$ cat src/rtl/hz_pkg.sv
`timescale 1ns/1ps
package hz_pkg;

    // Number of register-number inputs of an ALU instruction
    localparam int HZ_NUM_SRC = 2;

    // Operand source codes seen by the datapath muxes
    typedef enum logic [1:0] {
        OPSEL_REGFILE = 2'b00,
        OPSEL_XM      = 2'b01,
        OPSEL_MW      = 2'b10
    } opsel_e;

    // Pipeline action chosen for the current cycle
    typedef enum logic [1:0] {
        ACT_FLOW     = 2'b00,
        ACT_LOADUSE  = 2'b01,
        ACT_REDIRECT = 2'b10
    } hz_act_e;

endpackage

$ cat src/rtl/hz_src_match.sv
`timescale 1ns/1ps
module hz_src_match #(
    parameter int REG_AW = 5
) (
    input  logic [REG_AW-1:0] src,
    input  logic [REG_AW-1:0] m_rd,
    input  logic              m_wen,
    input  logic              m_is_load,
    input  logic [REG_AW-1:0] w_rd,
    input  logic              w_wen,
    output logic              hit_m_alu,
    output logic              hit_m_load,
    output logic              hit_w
);

    localparam logic [REG_AW-1:0] ZERO_REG = '0;

    logic m_qual;
    logic w_qual;

    // A producer only counts if it writes and its target is not register 0
    always_comb begin
        m_qual     = m_wen && (m_rd != ZERO_REG) && (src == m_rd);
        w_qual     = w_wen && (w_rd != ZERO_REG) && (src == w_rd);
        hit_m_alu  = m_qual && !m_is_load;
        hit_m_load = m_qual &&  m_is_load;
        hit_w      = w_qual;
    end

endmodule

$ cat src/rtl/hz_opsel_encode.sv
`timescale 1ns/1ps
module hz_opsel_encode
    import hz_pkg::*;
(
    input  logic   hit_m_alu,
    input  logic   hit_w,
    output opsel_e sel
);

    // Younger producer wins when both stages carry the register
    always_comb begin
        unique case ({hit_m_alu, hit_w})
            2'b00:   sel = OPSEL_REGFILE;
            2'b01:   sel = OPSEL_MW;
            2'b10:   sel = OPSEL_XM;
            2'b11:   sel = OPSEL_XM;
            default: sel = OPSEL_REGFILE;
        endcase
    end

endmodule

$ cat src/rtl/hz_ctrl.sv
`timescale 1ns/1ps
module hz_ctrl
    import hz_pkg::*;
(
    input  logic loaduse,
    input  logic redirect,
    output logic hold_front,
    output logic bubble_m,
    output logic kill_f,
    output logic kill_d
);

    hz_act_e act;

    // Redirect outranks a load-use stall in the same cycle
    always_comb begin
        if (redirect)
            act = ACT_REDIRECT;
        else if (loaduse)
            act = ACT_LOADUSE;
        else
            act = ACT_FLOW;
    end

    always_comb begin
        hold_front = 1'b0;
        bubble_m   = 1'b0;
        kill_f     = 1'b0;
        kill_d     = 1'b0;
        unique case (act)
            ACT_FLOW: begin
            end
            ACT_LOADUSE: begin
                hold_front = 1'b1;
                bubble_m   = 1'b1;
            end
            ACT_REDIRECT: begin
                kill_f = 1'b1;
                kill_d = 1'b1;
            end
            default: begin
            end
        endcase
    end

endmodule

$ cat src/rtl/pipe_hazard_unit.sv
`timescale 1ns/1ps
module pipe_hazard_unit #(
    parameter int REG_AW = 5
) (
    input  logic [REG_AW-1:0] x_rs1,
    input  logic [REG_AW-1:0] x_rs2,
    input  logic [REG_AW-1:0] m_rd,
    input  logic              m_wen,
    input  logic              m_is_load,
    input  logic [REG_AW-1:0] w_rd,
    input  logic              w_wen,
    input  logic              x_redirect,
    output logic [1:0]        fwd_a_sel,
    output logic [1:0]        fwd_b_sel,
    output logic              hold_front,
    output logic              bubble_m,
    output logic              kill_f,
    output logic              kill_d
);

    import hz_pkg::*;

    localparam int NSRC = HZ_NUM_SRC;

    logic [REG_AW-1:0] src_num [NSRC];
    logic [NSRC-1:0]   hit_m_alu;
    logic [NSRC-1:0]   hit_m_load;
    logic [NSRC-1:0]   hit_w;
    opsel_e            sel [NSRC];

    assign src_num[0] = x_rs1;
    assign src_num[1] = x_rs2;

    for (genvar g = 0; g < NSRC; g++) begin : g_src
        hz_src_match #(.REG_AW(REG_AW)) match_i (
            .src        (src_num[g]),
            .m_rd       (m_rd),
            .m_wen      (m_wen),
            .m_is_load  (m_is_load),
            .w_rd       (w_rd),
            .w_wen      (w_wen),
            .hit_m_alu  (hit_m_alu[g]),
            .hit_m_load (hit_m_load[g]),
            .hit_w      (hit_w[g])
        );

        hz_opsel_encode enc_i (
            .hit_m_alu (hit_m_alu[g]),
            .hit_w     (hit_w[g]),
            .sel       (sel[g])
        );
    end

    assign fwd_a_sel = sel[0];
    assign fwd_b_sel = sel[1];

    hz_ctrl ctrl_i (
        .loaduse    (|hit_m_load),
        .redirect   (x_redirect),
        .hold_front (hold_front),
        .bubble_m   (bubble_m),
        .kill_f     (kill_f),
        .kill_d     (kill_d)
    );

endmodule

$ cat config.mk
export PLATFORM = sky130hd
export DESIGN_NAME = pipe_hazard_unit
export DESIGN_NICKNAME = d
export VERILOG_FILES = /design/src/rtl/hz_pkg.sv /design/src/rtl/hz_src_match.sv /design/src/rtl/hz_opsel_encode.sv /design/src/rtl/hz_ctrl.sv /design/src/rtl/pipe_hazard_unit.sv
export SDC_FILE = /design/constraint.sdc
export NUM_CORES = 1
export LEC_CHECK = 0
export ABC_AREA = 1
export BUFFER_PORTS_ARGS = -buffer_cell sky130_fd_sc_hd__buf_2
export CAP_MARGIN = 30
export CORE_AREA = 10 10 47 49
export DETAILED_ROUTE_END_ITERATION = 10
export DIE_AREA = 0 0 57 59
export GPL_TIMING_DRIVEN = 1
export PLACE_DENSITY_LB_ADDON = 0.1
export SLEW_MARGIN = 5
export SYNTH_ARGS = -nofsm -noshare
export SYNTH_HDL_FRONTEND = slang
export SYNTH_HIERARCHICAL = 1
export SYNTH_SLANG_ARGS = --single-unit
$ cat constraint.sdc
create_clock -name vclk -period 1.4
set_clock_uncertainty 0.05 [all_clocks]
set_input_delay 0 -clock vclk [all_inputs]
set_output_delay 0 -clock vclk [all_outputs]
set_load 0.02 [all_outputs]
## Yosys cells after proc, flatten, opt, wreduce, memory -nomap -nowiden

Index checks and enable logic that the tools add are counted.

| word-level totals | value |
|---|---|
| word-level logic and storage cells | 36 |
| bits of input ports | 24 |
| register bits | 0 |
| output and inout bits | 8 |

| cells by class | value |
|---|---|
| equal/unequal tests | 12 |
| muxes and demuxes | 6 |
| reduce and logical (&&, ||, !) cells | 18 |

Operators by type and width:

| kind | count |
|---|---|
| 5-bit == test | 4 |
| 2-bit one-hot mux with 3 select lines | 2 |
| 2-bit == test (second input constant) | 5 |
| 1-bit logical AND | 10 |
| 5-bit nonzero test | 2 |
| 2-bit by 1-bit == test with 1-bit output (second input constant) | 3 |
| 2-bit OR reduction | 3 |
| 2-bit logical NOT | 2 |
| 1-bit 2-to-1 mux | 3 |
| 2-bit 2-to-1 mux | 1 |
| 1-bit logical NOT | 1 |

## Depth between registers and ports, before layout

| depth | value |
|---|---|
| depth after elaboration | 9 |
| mapped depth | 11 |
| gate-level depth less buffers | 10 |

## Hierarchy

The synthesis kept the hierarchy.

By module, submodules not included:

| module | sequential area each (um2) | times used | area an instance (um2) | cells an instance |
|---|---|---|---|---|
| hz_src_match | 0.0 | 2 | 215.2 | 50 |
| hz_ctrl | 0.0 | 1 | 26.3 | 5 |
| hz_opsel_encode | 0.0 | 2 | 11.3 | 3 |
| pipe_hazard_unit | 0.0 | 1 | 11.3 | 3 |

## Worst setup path after synthesis

No wires, ideal clock.

| path | value |
|---|---|
| path type | input to output |
| start | in x_rs1[4] |
| end | out hold_front |
| stages | 11 |
| path buffers | 1 |
| data arrival time | 1.078 ns |
| required time | 1.350 ns |
| setup slack | 0.272 ns |
| cell sequence | inv_1 > nand2_1 > nand2_1 > nor2_1 > nand3_1 > nor3_1 > inv_1 > nand2_1 > inv_1 > nor2_1 > buf_4 |

| on the way | value |
|---|---|
| cells in the longest elaborated chain, start to end | 8 |

RTL lines:

| item | line | text |
|---|---|---|
| from (decl) | pipe_hazard_unit.sv:5 | `input logic [REG_AW-1:0] x_rs1,` |
| 5-bit == test | hz_src_match.sv:23 | `m_qual = m_wen && (m_rd != ZERO_REG) && (src == m_rd);` |
| 1-bit logical AND | hz_src_match.sv:23 |  |
| 1-bit logical AND | hz_src_match.sv:26 | `hit_m_load = m_qual && m_is_load;` |
| via hit_m_load[0] | pipe_hazard_unit.sv:27 | `logic [NSRC-1:0] hit_m_load;` |
| 2-bit OR reduction | pipe_hazard_unit.sv:58 | `.loaduse (\|hit_m_load),` |
| 1-bit 2-to-1 mux | hz_ctrl.sv:19 | `else if (loaduse)` |
| 2-bit 2-to-1 mux | hz_ctrl.sv:17 | `if (redirect)` |
| 2-bit by 1-bit == test with 1-bit output | n/a |  |
| 1-bit 2-to-1 mux | n/a |  |
| to (decl) | pipe_hazard_unit.sv:15 | `output logic hold_front,` |

The timed path passes the listed nets, and every way through them passes these cells.

## Worst setup path after layout

| path | value |
|---|---|
| start | in m_rd[3] |
| end | out hold_front |

| on the way | value |
|---|---|
| cells in the longest elaborated chain, start to end | 9 |
| elaborated cells between the ends (all ways) | 13 |
| classes of those cells | eq/ne: 3; mux: 3; reduce/logical: 7 |

RTL lines:

| item | line | text |
|---|---|---|
| from (decl) | pipe_hazard_unit.sv:7 | `input logic [REG_AW-1:0] m_rd,` |
| 5-bit nonzero test | hz_src_match.sv:23 |  |
| 1-bit logical AND | hz_src_match.sv:23 |  |
| 1-bit logical AND (*) | hz_src_match.sv:23 |  |
| 1-bit logical AND (*) | hz_src_match.sv:26 |  |
| via hit_m_load[0] | pipe_hazard_unit.sv:27 |  |
| 2-bit OR reduction (*) | pipe_hazard_unit.sv:58 |  |
| 1-bit 2-to-1 mux (*) | hz_ctrl.sv:19 |  |
| 2-bit 2-to-1 mux (*) | hz_ctrl.sv:17 |  |
| 2-bit by 1-bit == test with 1-bit output (*) | hz_ctrl.sv:30 | `unique case (act)` |
| 1-bit 2-to-1 mux (*) | hz_ctrl.sv:30 |  |

Mark *: on every way through the listed nets, which the timed path passes. The rest lies on a longest branch.

==> metrics <==
clock period minus worst slack=1.10 ns; Crit Path Class=in2out; f_max=910 MHz; multiplexer share of the synthesized area=0%; Leak=0.442 nW; n_diodes=0; HP Class=in2out; Compound-Gate Fraction of Synth Area=14.3%; initial antenna violation count=0; pre-CTS setup slack=0.284 ns; Reg area=0 sq um; Post-Synth Adder-Cell Area=0%; CORE AREA=0.00140 sq mm; pin count of the biggest net entering global routing=7; Vias/cell=4.26; first-pass GRT wire length=2.48 mm; Syn Inst Count=114; Relative slew margins=85.5%; die height=59 um; Total GRT Usage=8.21%; sequential fraction of the synthesis area=0%; Initial DRC Count=7; Overflow after GRT=0; port buffer count=32; YS warnings=6; Resized cells post-CTS=0; Initial Utilization=35.0%; num rows=14; clkbuf count=0; DIE AREA=0.00336 sq mm; Max Transition Viols Final=0; unrepaired setup endpoints after global routing=false; Worst Path Arrival=1.05 ns; ANT nets after route=0; layout net count=167; final-report setup violation count=0; drt pass-1 iters=4; worst slew pin tran=0.215 ns; synthesized area per cell=4.30 sq um; WL final=1.54 mm; DRC Markers=0; commonest non-fill, non-tap cells in the layout=buf_2, nand2_1, inv_1; IO Count=32; Synth Cell Area=490 sq um; Routability Congestion=0.800; data required time at the worst endpoint=1.35 ns; synth unique cells=14; DR WL/cell=9.78 um; largest family of logic cells by synthesized area=simple AND/OR/NAND/NOR gates; Mapped Nets=138; XOR/XNOR Fraction of Synth Area=3.57%; critical path peak fanout=6; most common cell after layout, fill and taps aside=buf_2; CP Capture Type=primary output; hold slack final=0.198 ns; fraction of layout cells with a size suffix above 1=28.4%; DIE WIDTH=57 um; Seq Cell Count=0; setup ws final=0.302 ns; Tot Pwr=0.157 mW; Post-CTS Setup Bufs=0; Syn-to-layout area delta=31.4%; setup tns final=0 ns; Synth Area in Simple Gates=53.1%; vias in the first global route=648; Max VDD drop=0.0000862 V; CTS Hold Bufs=0; DP HPWL=1.41 mm; Vias=669; Setup crit start kind=primary input; crit share post-route=78.5%; pwr dens=243 mW/mm^2; max-cap viol count=0; status=completed; Hold Violations, Final=0
## path summary, 6_finish.rpt
check	depth (start not counted)	slack, ns	to	start
worst min-delay path	2	0.20	kill_f	x_redirect
worst max-delay path	12	0.30	hold_front	m_rd[3]
## through the flow
step	util, %	area, sq um	instances
CTS	46.0	644	157
global placement	46.0	644	157
detailed placement	46.0	644	157
global route	46.0	644	157
finish	46.0	644	157
floorplan	-	490	114
## routing by layer
layer	wire, um	track usage, %
met5	0	0
met4	0	0
met3	74	1.29
met2	802	16.3
met1	659	9.39
## Yosys cell counts (all sizes together)
| master | number | area share (%) |
|---|---|---|
| o21ai | 8 | 8.2 |
| xor2 | 2 | 3.6 |
| nand3 | 6 | 6.1 |
| nor3 | 4 | 4.1 |
| nand2 | 35 | 29 |
| buf | 2 | 3.1 |
| a21oi | 6 | 6.1 |
| nor2 | 17 | 14 |
| clkbuf | 3 | 2.3 |
| inv | 31 | 24 |
## critical path, cell delays in order
cell and delay (ns):
buf_2 0.13, inv_1 0.05, nand2_1 0.05, nand2_1 0.05, nor2_1 0.10, nand3_1 0.09, nor3_1 0.15, inv_1 0.06
nand2_1 0.06, inv_1 0.03, nor2_1 0.09, buf_2 0.18
## layout make-up
class / count / area, sq um
fill: 187 / 757
inverter: 31 / 116
multi-input combinational: 78 / 348
tap: 16 / 20.0
timing repair buffer: 32 / 160
## power breakdown
part           switching [mW]  internal (mW)
clock                       0              0
sequential                  0              0
combinational          0.0935         0.0633
total                  0.0935         0.0633
## cells by family after synthesis
logic type                after synthesis
AOI/OAI and AO/OA                      14
xor gates and xnor gates                2
buffers and inverters                  36
and+or+nand+nor                        62
Power figures use the tool's default switching activity.
